===== config.mk =====
export PLATFORM = sky130hd
export DESIGN_NAME = lsp_serial_port
export DESIGN_NICKNAME = d
export VERILOG_FILES = /design/src/rtl/lsp_pkg.sv /design/src/rtl/lsp_sync.sv /design/src/rtl/lsp_shifter.sv /design/src/rtl/lsp_dispatch.sv /design/src/rtl/lsp_serial_port.sv
export SDC_FILE = /design/constraint.sdc
export NUM_CORES = 1
export LEC_CHECK = 0
export BUFFER_PORTS_ARGS = -buffer_cell sky130_fd_sc_hd__clkbuf_2
export CORE_ASPECT_RATIO = 1.4
export CORE_MARGIN = 2
export CORE_UTILIZATION = 60
export DETAILED_ROUTE_END_ITERATION = 7
export HOLD_SLACK_MARGIN = 0.05
export PLACE_DENSITY_LB_ADDON = 0.25
export REMOVE_ABC_BUFFERS = 1
export SLEW_MARGIN = 10
export SYNTH_ARGS = -nofsm -noshare
export SYNTH_HDL_FRONTEND = slang
export SYNTH_HIERARCHICAL = 1
export SYNTH_SLANG_ARGS = --single-unit
export TNS_END_PERCENT = 50

===== constraint.sdc =====
create_clock -name clk -period 4.9 [get_ports clk]
set_input_delay 0.98 -clock clk [delete_from_list [all_inputs] [get_ports clk]]
set_output_delay 0.98 -clock clk [all_outputs]
set_load 0.01 [all_outputs]

===== src/rtl/lsp_pkg.sv =====
package lsp_pkg;
   typedef enum logic [2:0] {
      DEST_NONE,
      DEST_CFG,
      DEST_N,
      DEST_R,
      DEST_RESET
   } dest_e;
endpackage


===== src/rtl/lsp_sync.sv =====
module lsp_sync #(
   parameter int   STAGES    = 2,
   parameter logic RESET_VAL = 1'b0
) (
   input  logic clk,
   input  logic rst_n,
   input  logic d,
   output logic q
);
   if (STAGES < 0) begin : g_bad_stages
      $error("lsp_sync: STAGES must not be negative");
   end

   if (STAGES == 0) begin : g_bypass
      assign q = d;
   end else begin : g_chain
      logic [STAGES-1:0] stage;
      always_ff @(posedge clk or negedge rst_n) begin
         if (!rst_n) stage <= {STAGES{RESET_VAL}};
         else if (STAGES == 1) stage <= d;
         else stage <= {stage[STAGES-2:0], d};
      end
      assign q = stage[STAGES-1];
   end
endmodule


===== src/rtl/lsp_shifter.sv =====
module lsp_shifter #(
   parameter int CHAIN_W  = 16,
   parameter int CNT_W    = 6,
   parameter int CNT_SAT  = 33,
   parameter int DOUT_TAP = 16
) (
   input  logic               clk,
   input  logic               rst_n,
   input  logic               sclk,
   input  logic               din,
   input  logic               en_n,
   output logic [CHAIN_W-1:0] chain,
   output logic [CNT_W-1:0]   bit_cnt,
   output logic               commit,
   output logic               en_gate,
   output logic               dout,
   output logic               dout_oe
);
   logic sclk_d;
   logic sclk_rise, sclk_fall;

   always_ff @(posedge clk or negedge rst_n) begin
      if (!rst_n) sclk_d <= 1'b0;
      else        sclk_d <= sclk;
   end

   assign sclk_rise = sclk & ~sclk_d;
   assign sclk_fall = ~sclk & sclk_d;

   // enable is only sampled while the serial clock is low
   always_ff @(posedge clk or negedge rst_n) begin
      if (!rst_n)     en_gate <= 1'b1;
      else if (!sclk) en_gate <= en_n;
   end

   assign commit  = ~sclk & en_n & ~en_gate;
   assign dout_oe = ~en_gate;

   always_ff @(posedge clk or negedge rst_n) begin
      if (!rst_n)
         bit_cnt <= '0;
      else if (en_gate)
         bit_cnt <= '0;
      else if (sclk_rise && bit_cnt != CNT_W'(CNT_SAT))
         bit_cnt <= bit_cnt + 1'b1;
   end

   always_ff @(posedge clk or negedge rst_n) begin
      if (!rst_n)
         chain <= '0;
      else if (!en_gate && sclk_rise)
         chain <= {chain[CHAIN_W-2:0], din};
   end

   always_ff @(posedge clk or negedge rst_n) begin
      if (!rst_n)
         dout <= 1'b0;
      else if (en_gate)
         dout <= 1'b0;
      else if (sclk_fall)
         dout <= chain[DOUT_TAP-1];
   end
endmodule


===== src/rtl/lsp_dispatch.sv =====
module lsp_dispatch
   import lsp_pkg::*;
#(
   parameter int         CHAIN_W    = 16,
   parameter int         CNT_W      = 6,
   parameter int         CFG_W      = 8,
   parameter int         N_W        = 16,
   parameter int         R_W        = 15,
   parameter int         R_LONG_LEN = 24,
   parameter int         RST_MIN    = 9,
   parameter int         RST_MAX    = 13,
   parameter logic [7:0] CFG_INIT   = 8'h10
) (
   input  logic               clk,
   input  logic               rst_n,
   input  logic               commit,
   input  logic [CNT_W-1:0]   bit_cnt,
   input  logic [CHAIN_W-1:0] chain,
   output logic [CFG_W-1:0]   cfg_q,
   output logic [N_W-1:0]     n_q,
   output logic [R_W-1:0]     r_q,
   output logic               n_written,
   output logic               soft_reset
);
   dest_e dest;

   always_comb begin
      if (bit_cnt == CNT_W'(CFG_W))
         dest = DEST_CFG;
      else if (bit_cnt == CNT_W'(N_W))
         dest = DEST_N;
      else if (bit_cnt == CNT_W'(R_W) || bit_cnt == CNT_W'(R_LONG_LEN))
         dest = DEST_R;
      else if (bit_cnt >= CNT_W'(RST_MIN) && bit_cnt <= CNT_W'(RST_MAX))
         dest = DEST_RESET;
      else
         dest = DEST_NONE;
   end

   always_ff @(posedge clk or negedge rst_n) begin
      if (!rst_n) begin
         cfg_q      <= CFG_W'(CFG_INIT);
         n_q        <= '0;
         r_q        <= '0;
         n_written  <= 1'b0;
         soft_reset <= 1'b0;
      end else begin
         n_written  <= 1'b0;
         soft_reset <= 1'b0;
         if (commit) begin
            case (dest)
               DEST_CFG: cfg_q <= chain[CFG_W-1:0];
               DEST_N: begin
                  n_q       <= chain[N_W-1:0];
                  n_written <= 1'b1;
               end
               DEST_R: r_q <= chain[R_W-1:0];
               DEST_RESET: begin
                  cfg_q      <= CFG_W'(CFG_INIT);
                  n_q        <= '0;
                  r_q        <= '0;
                  soft_reset <= 1'b1;
               end
               default: ;
            endcase
         end
      end
   end
endmodule


===== src/rtl/lsp_serial_port.sv =====
module lsp_serial_port #(
   parameter int         CFG_W       = 8,
   parameter int         N_W         = 16,
   parameter int         R_W         = 15,
   parameter int         R_LONG_LEN  = 24,
   parameter int         RST_MIN     = 9,
   parameter int         RST_MAX     = 13,
   parameter int         LEN_MAX     = 32,
   parameter int         SYNC_STAGES = 2,
   parameter int         DOUT_TAP    = 16,
   parameter logic [7:0] CFG_INIT    = 8'h10
) (
   input  logic             clk,
   input  logic             rst_n,
   input  logic             ser_clk,
   input  logic             ser_din,
   input  logic             ser_en_n,
   output logic             ser_dout,
   output logic             ser_dout_oe,
   output logic [CFG_W-1:0] cfg_q,
   output logic [N_W-1:0]   n_q,
   output logic [R_W-1:0]   r_q,
   output logic             n_written,
   output logic             soft_reset
);
   localparam int CNT_SAT = LEN_MAX + 1;
   localparam int CNT_W   = $clog2(CNT_SAT + 1);
   localparam int WIDEST  = (N_W > R_W) ? N_W : R_W;
   localparam int CHAIN_W = (WIDEST > DOUT_TAP) ? WIDEST : DOUT_TAP;

   if (CFG_W > CHAIN_W || R_LONG_LEN > LEN_MAX || N_W > LEN_MAX) begin : g_bad_len
      $error("lsp_serial_port: register lengths exceed chain or LEN_MAX");
   end
   if (RST_MIN > RST_MAX || DOUT_TAP < 1) begin : g_bad_misc
      $error("lsp_serial_port: bad reset window or output tap");
   end

   logic s_clk, s_din, s_en_n;

   lsp_sync #(.STAGES(SYNC_STAGES), .RESET_VAL(1'b0)) u_sync_clk (
      .clk(clk), .rst_n(rst_n), .d(ser_clk), .q(s_clk));
   lsp_sync #(.STAGES(SYNC_STAGES), .RESET_VAL(1'b0)) u_sync_din (
      .clk(clk), .rst_n(rst_n), .d(ser_din), .q(s_din));
   lsp_sync #(.STAGES(SYNC_STAGES), .RESET_VAL(1'b1)) u_sync_en (
      .clk(clk), .rst_n(rst_n), .d(ser_en_n), .q(s_en_n));

   logic [CHAIN_W-1:0] chain;
   logic [CNT_W-1:0]   bit_cnt;
   logic               commit;
   logic               en_gate;

   lsp_shifter #(
      .CHAIN_W(CHAIN_W), .CNT_W(CNT_W), .CNT_SAT(CNT_SAT), .DOUT_TAP(DOUT_TAP)
   ) u_shift (
      .clk(clk), .rst_n(rst_n), .sclk(s_clk), .din(s_din), .en_n(s_en_n),
      .chain(chain), .bit_cnt(bit_cnt), .commit(commit), .en_gate(en_gate),
      .dout(ser_dout), .dout_oe(ser_dout_oe));

   lsp_dispatch #(
      .CHAIN_W(CHAIN_W), .CNT_W(CNT_W), .CFG_W(CFG_W), .N_W(N_W), .R_W(R_W),
      .R_LONG_LEN(R_LONG_LEN), .RST_MIN(RST_MIN), .RST_MAX(RST_MAX),
      .CFG_INIT(CFG_INIT)
   ) u_disp (
      .clk(clk), .rst_n(rst_n), .commit(commit), .bit_cnt(bit_cnt),
      .chain(chain), .cfg_q(cfg_q), .n_q(n_q), .r_q(r_q),
      .n_written(n_written), .soft_reset(soft_reset));
endmodule


### Yosys cells after proc, flatten, opt, wreduce, memory -nomap -nowiden

Index checks and enable logic that the tools add are counted.

| storage, ports and cells | value |
|---|---|
| flip-flop bits (word level) | 72 |
| input port bits | 5 |
| output and inout port bits | 43 |
| word-level logic and storage cells | 60 |

| operators by class | value |
|---|---|
| equal/unequal tests | 9 |
| add/sub/neg operators | 1 |
| mux-type cells | 15 |
| $lt $le $gt $ge | 2 |
| bitwise gates (word level) | 7 |
| reduce and logical (&&, ||, !) cells | 13 |

Operators with widths:

| cell | number |
|---|---|
| one-hot mux 16 bit (2 select lines) | 1 |
| one-hot mux 15 bit (2 select lines) | 1 |
| one-hot mux 8 bit (2 select lines) | 1 |
| equality test 6 x 4 -> 1 bit, second input constant | 2 |
| equality test 6 x 5 -> 1 bit, second input constant | 2 |
| 2-to-1 mux 3 bit | 4 |
| 2-to-1 mux 6 bit | 2 |
| nonzero test 2 bit | 5 |
| adder 6 x 1 -> 6 bit, second input constant | 1 |
| equality test 3 x 2 -> 1 bit, second input constant | 2 |
| greater-or-equal comparator 6 x 4 -> 1 bit, second input constant | 1 |
| less-or-equal comparator 6 x 4 -> 1 bit, second input constant | 1 |
| 2-to-1 mux 1 bit | 6 |
| inequality test 6 bit, second input constant | 1 |
| AND reduction 2 bit | 3 |
| bitwise AND 1 bit | 4 |
| equality test 3 x 1 -> 1 bit, second input constant | 1 |
| equality test 3 bit, second input constant | 1 |
| logical AND 1 bit | 3 |
| NOT 1 bit | 3 |
| zero test 1 bit | 1 |
| logical OR 1 bit | 1 |

### Longest topological paths before layout

| logic depth | value |
|---|---|
| depth after elaboration | 9 |
| depth in mapped cells | 7 |
| depth with buffers taken out | 6 |

### Hierarchy

The synthesis kept the hierarchy.

Modules (own cells, without submodules):

| module | area an instance (um2) | times used | sequential area each (um2) | cells an instance |
|---|---|---|---|---|
| lsp_dispatch | 1769.2 | 1 | 1027.2 | 151 |
| lsp_shifter | 1114.8 | 1 | 626.9 | 86 |
| lsp_sync at u_sync_clk ... | 50.0 | 2 | 50.0 | 2 |
| lsp_sync at u_sync_en | 52.6 | 1 | 52.6 | 2 |

### Worst setup path before layout

OpenSTA, ideal clock, no wires.

| path | value |
|---|---|
| kind | register -> register |
| from | reg u_sync_clk.g_chain.stage[1] |
| to | reg u_disp.cfg_q[5] |
| path slack | 3.051 ns |
| stages on the path, launching flop included | 8 |
| arrival time | 1.767 ns |
| data required time | 4.817 ns |
| path through | dfrtp_1 > nand2b_1 > nor2_1 > nand2b_1 > a211oi_1 > clkbuf_1 > nand3_1 > o21ai_0 |

| between the ends | value |
|---|---|
| cells in the longest elaborated chain, start to end | 4 |

Ends and longest elaborated chain:

| element | RTL line | text |
|---|---|---|
| from (decl) | lsp_sync.sv:17 | `logic [STAGES-1:0] stage;` |
| from (signal assigned) | lsp_sync.sv:19 | `if (!rst_n) stage <= {STAGES{RESET_VAL}};` |
| from (signal assigned) | lsp_sync.sv:21 | `else stage <= {stage[STAGES-2:0], d};` |
| NOT 1 bit | lsp_shifter.sv:36 | `assign commit = ~sclk & en_n & ~en_gate;` |
| bitwise AND 1 bit (2 in a row) | lsp_shifter.sv:36 |  |
| named net commit | lsp_serial_port.sv:49 | `logic commit;` |
| AND reduction 2 bit (no line) | - |  |
| to (signal assigned) | lsp_dispatch.sv:42 | `cfg_q <= CFG_W'(CFG_INIT);` |
| to (signal assigned) | lsp_dispatch.sv:52 | `DEST_CFG: cfg_q <= chain[CFG_W-1:0];` |
| to (signal assigned) | lsp_dispatch.sv:59 | `cfg_q <= CFG_W'(CFG_INIT);` |
| to (decl) | lsp_dispatch.sv:19 | `output logic [CFG_W-1:0] cfg_q,` |

The timed path passes the listed nets, and every way through them passes these cells.
A chain may end at the register's enable or synchronous reset.

### Worst setup path after layout

| path | value |
|---|---|
| from | reg u_shift.bit_cnt[4] |
| to | reg u_disp.r_q[7] |

| between the ends | value |
|---|---|
| cells in the longest elaborated chain, start to end | 9 |
| elaborated cells between the ends (all ways) | 17 |
| those cells by class | 2 x order compare; 6 x eq/ne; 5 x mux; 4 x reduce/logical |

Ends and longest elaborated chain:

| element | RTL line | text |
|---|---|---|
| from (decl) | lsp_shifter.sv:13 | `output logic [CNT_W-1:0] bit_cnt,` |
| from (signal assigned) | lsp_shifter.sv:45 | `bit_cnt <= bit_cnt + 1'b1;` |
| greater-or-equal comparator 6 x 4 -> 1 bit or less-or-equal comparator 6 x 4 -> 1 bit (tied branches) | lsp_dispatch.sv:34 | `else if (bit_cnt >= CNT_W'(RST_MIN) && bit_cnt <= CNT_W'(RST_MAX))` |
| logical AND 1 bit | lsp_dispatch.sv:34 |  |
| 2-to-1 mux 3 bit | lsp_dispatch.sv:34 |  |
| 2-to-1 mux 3 bit | lsp_dispatch.sv:32 | `else if (bit_cnt == CNT_W'(R_W) \|\| bit_cnt == CNT_W'(R_LONG_LEN))` |
| 2-to-1 mux 3 bit | lsp_dispatch.sv:30 | `else if (bit_cnt == CNT_W'(N_W))` |
| 2-to-1 mux 3 bit * | lsp_dispatch.sv:28 | `if (bit_cnt == CNT_W'(CFG_W))` |
| equality test 3 x 2 -> 1 bit or equality test 3 bit (tied branches) | lsp_dispatch.sv:51 | `case (dest)` |
| nonzero test 2 bit (no line) | - |  |
| AND reduction 2 bit (no line) | - |  |
| to (signal assigned) | lsp_dispatch.sv:57 | `DEST_R: r_q <= chain[R_W-1:0];` |
| to (decl) | lsp_dispatch.sv:21 | `output logic [R_W-1:0] r_q,` |

Every way passes the cells marked *; elsewhere a longest branch is shown, timed or not.

==> reports/results.md <==
| Result | This run | Unit |
| --- | --- | --- |
| Share of the cycle needed by the critical path after routing | 0.477 | - |
| Die Span X | 64.1 | um |
| Via count | 2,056 | - |
| Count of cells along the worst register-to-register path | 4 | - |
| Flops & latches, synth | 72 | - |
| Post-CTS setup-driven buffer insertion count | 0 | - |
| Clock tree sinks | 72 | - |
| Synth area leaders | sky130_fd_sc_hd__dfrtp_1 56%, sky130_fd_sc_hd__mux2_2 6.7%, sky130_fd_sc_hd__mux2i_1 5.3% | - |
| Synthesized instance count | 243 | - |
| Classification of the worst-slack hold path | register to register | - |
| Count of yosys warnings during synthesis | 6 | - |
| Buffers from clock root to sink, at most | 2 | - |
| Area growth syn-to-layout | 13.9 | % |
| Worst hold path startpoint | u_sync_clk/g_chain.stage[0] | - |
| Final layout net count | 300 | - |
| DP Wirelength | 3780 | um |
| Wire length of the first global-routing pass | 9630 | um |
| Pin count of the biggest net entering global routing | 41 | - |
| Hold slack | 0.350 | ns |
| Max Fanout on Critical Path | 15 | - |
| Share of the synthesized area in the top cell type | 0.560 | - |
| Number of top-level pins | 48 | - |
| Post-detailed-route DRC marker count | 0 | - |
| Leak pwr | 1.65 | nW |
| Critical Path End Type | register | - |
| Iter 0 DRT Violations | 70 | - |
| Fin worst setup slack | 2.56 | ns |
| Chip height | 88.2 | um |
| Startpoint type of the worst setup path | register | - |
| Total clock buffers created by CTS | 9 | - |
| Number of instances in the placed design | 346 | - |
| End point of the worst hold path | u_sync_clk/g_chain.stage[1] | - |
| Hold violation total from the final report | 0 | - |
| CTS hold repair buffers | 0 | - |
| Reg-to-reg endpoint | u_disp/r_q[7] | - |
| Number of standard cells in the layout, taps in and fillers out | 362 | - |
| Filler Cells Inserted | 365 | - |
| Worst reg2reg startpoint | u_shift/bit_cnt[4] | - |
| Top flip-flop cell by instance count after synthesis | sky130_fd_sc_hd__dfrtp_1 | - |
| Power Density | 353 | mW/mm^2 |
| Required time at the endpoint of the critical path | 5.15 | ns |
| Critical path class | register to register | - |
| Via count of the first global-routing pass | 1,930 | - |
| Cell types with the highest counts after synthesis | 68 x sky130_fd_sc_hd__dfrtp_1, 23 x sky130_fd_sc_hd__inv_1, 22 x sky130_fd_sc_hd__nand2_1, 18 x sky130_fd_sc_hd__mux2_2 | - |
| Fraction of the yosys area taken by sequential cells | 0.595 | - |
| Shortest clock period the worst path allows after layout | 2.34 | ns |
| Placed Instance Area | 0.00329 | sq mm |
| Latest clock arrival within the worst-skew pair | 0.34 | ns |
| Count of nets left with antenna violations after detail routing | 0 | - |
| Setup-violating endpoint count in the final report | 0 | - |
| Utilization after layout | 0.709 | - |
| Largest area contributor in the synthesized netlist | sky130_fd_sc_hd__dfrtp_1 | - |
| Post-DR vias/cell | 5.68 | - |
| CTS tree | done | - |
| Data arrival time at the worst-slack endpoint | 2.59 | ns |
| Resize count post-CTS | 0 | - |
| Port buffer count | 47 | - |
| Initial Utilization | 0.622 | - |
| Pins Over Slew Limit | 0 | - |
| Worst relative slew slack | 0.254 | - |
| Total Power Consumption | 1.22 | mW |
| Total core area | 0.00488 | sq mm |
| Final instance area | 0.00346 | sq mm |
| Hold path depth | 0 | - |
| Post-synthesis cell type count | 43 | - |
| Total wire length | 5830 | um |
| Average footprint of a synthesized cell | 12.5 | sq um |
| Max-Cap Viols | 0 | - |
| Final weighted congestion in routability-driven placement | 0.918 | - |
| Top-count cell post-synth | sky130_fd_sc_hd__dfrtp_1 | - |
| Antenna violations before repair | 0 | - |
| Outcome | finished clean | - |
| Global-route congestion overflow total | 0 | - |
| Maximum vdd drop | 0.000228 | V |
| Clock Tree Root | sky130_fd_sc_hd__clkbuf_8 | - |
| Cell area after synthesis | 0.00304 | sq mm |
| Number of enable-type register cells in the synthesized netlist | 0 | - |
| DRT Pass-1 Iters | 4 | - |
| R2r setup slk | 2.56 | ns |
| Transition at the pin with the smallest max-transition slack | 1.12 | ns |
| Tot GR Track Use | 0.228 | - |
| CTS H-Tree Depth | 3 | - |
| Post-placement setup slack | 2.61 | ns |
| Number of diodes | 0 | - |
| Std cell rows | 30 | - |
| FMAX | 428 | MHz |
| RSZ-0062 raised after global routing | false | - |
| Share of flip-flops with an asynchronous set or reset after synthesis | 1.00 | - |
| Total negative slack | 0 | ns |
| Die area | 0.00565 | sq mm |
| Setup Skew | 0.00553 | ns |
| Final routed wire length divided by cell count | 16.1 | um |
| Clk slew on worst S/H paths | 0.07 | ns |
| Layout cell share with drive strength beyond 1 | 0.312 | - |
worst max-delay path by stage:
stage | from | end | slack, ns
after floorplan | u_sync_clk/g_chain.stage[1] | u_disp/cfg_q[4] | 2.84
after global placement | u_shift/bit_cnt[2] | u_disp/n_q[8] | 2.66
after detailed placement | u_shift/bit_cnt[4] | u_disp/r_q[11] | 2.61
after CTS | u_shift/bit_cnt[4] | u_disp/r_q[7] | 2.58
after global routing | u_shift/bit_cnt[4] | u_disp/r_q[10] | 2.45
final | u_shift/bit_cnt[4] | u_disp/r_q[7] | 2.56
kinds of logic (layout without fill, tap and decap cells):
family                     after synthesis  in the layout  share of synthesized area
DFF                                     72             72                      0.595
and+or+nand+nor                         64             64                      0.118
AOI/OAI and AO/OA                       37             37                      0.103
muxes                                   34             34                      0.119
buffers and inverters                   34             89                     0.0560
adders and majority gates                2              2                    0.00824
flip-flops by register name, indices dropped and copies added, names as in the netlist, 2 cells and up:
| register | count |
|---|---|
| u_disp/n_q | 16 |
| u_shift/chain | 16 |
| u_disp/r_q | 15 |
| u_disp/cfg_q | 8 |
| u_shift/bit_cnt | 6 |
| u_sync_clk/g_chain.stage | 2 |
| u_sync_din/g_chain.stage | 2 |
| u_sync_en/g_chain.stage | 2 |
worst max-delay path, cell delays in order (launching register included):
cell                       delay, ns
sky130_fd_sc_hd__dfrtp_1        0.46
sky130_fd_sc_hd__nand2b_1       0.27
sky130_fd_sc_hd__o21bai_1       0.24
sky130_fd_sc_hd__a221oi_4       0.99
sky130_fd_sc_hd__mux2i_1        0.29
per-layer routing:
metal,part of all wire,wire length [um],vias to the layer above,GRT usage
li1,-,-,950,-
met1,0.45,2620,1027,0.321
met2,0.48,2790,64,0.339
met3,0.047,272,15,0.0604
met4,0.024,141,0,0.101
met5,0,0,-,0
report_power, final:
group / internal [mW] / switching (mW) / total (mW)
Combinational: 0.0536 / 0.0464 / 0.0999
Sequential: 0.644 / 0.0645 / 0.708
Clock: 0.212 / 0.199 / 0.411
area by class of cell:
| cell class | instances | area [sq um] | share of cell area |
|---|---|---|---|
| Clock buffer | 15 | 166 | 0.0481 |
| Tap cell | 64 | 80.1 | 0.0232 |
| Multi-Input combinational cell | 137 | 1060 | 0.306 |
| Inverter | 24 | 90.1 | 0.0260 |
| Timing Repair Buffer | 49 | 250 | 0.0724 |
| Clock inverter | 1 | 5.00 | 0.00145 |
| Sequential cell | 72 | 1810 | 0.522 |
cell usage in the layout, fill, tap and decap left out, types with 4 or more instances in the layout:
cell                       count
sky130_fd_sc_hd__a22o_1       16
sky130_fd_sc_hd__clkbuf_1      4
sky130_fd_sc_hd__clkbuf_2     46
sky130_fd_sc_hd__clkbuf_8     11
sky130_fd_sc_hd__dfrtp_1      68
sky130_fd_sc_hd__dfstp_2       4
sky130_fd_sc_hd__inv_1        23
sky130_fd_sc_hd__mux2_2       18
sky130_fd_sc_hd__mux2i_1      16
sky130_fd_sc_hd__nand2_1      22
sky130_fd_sc_hd__nand2b_1      6
sky130_fd_sc_hd__nand3_1       8
sky130_fd_sc_hd__nor2_1        6
sky130_fd_sc_hd__nor2b_1       5
sky130_fd_sc_hd__o21ai_0       7
Power figures use the tool's default switching activity.
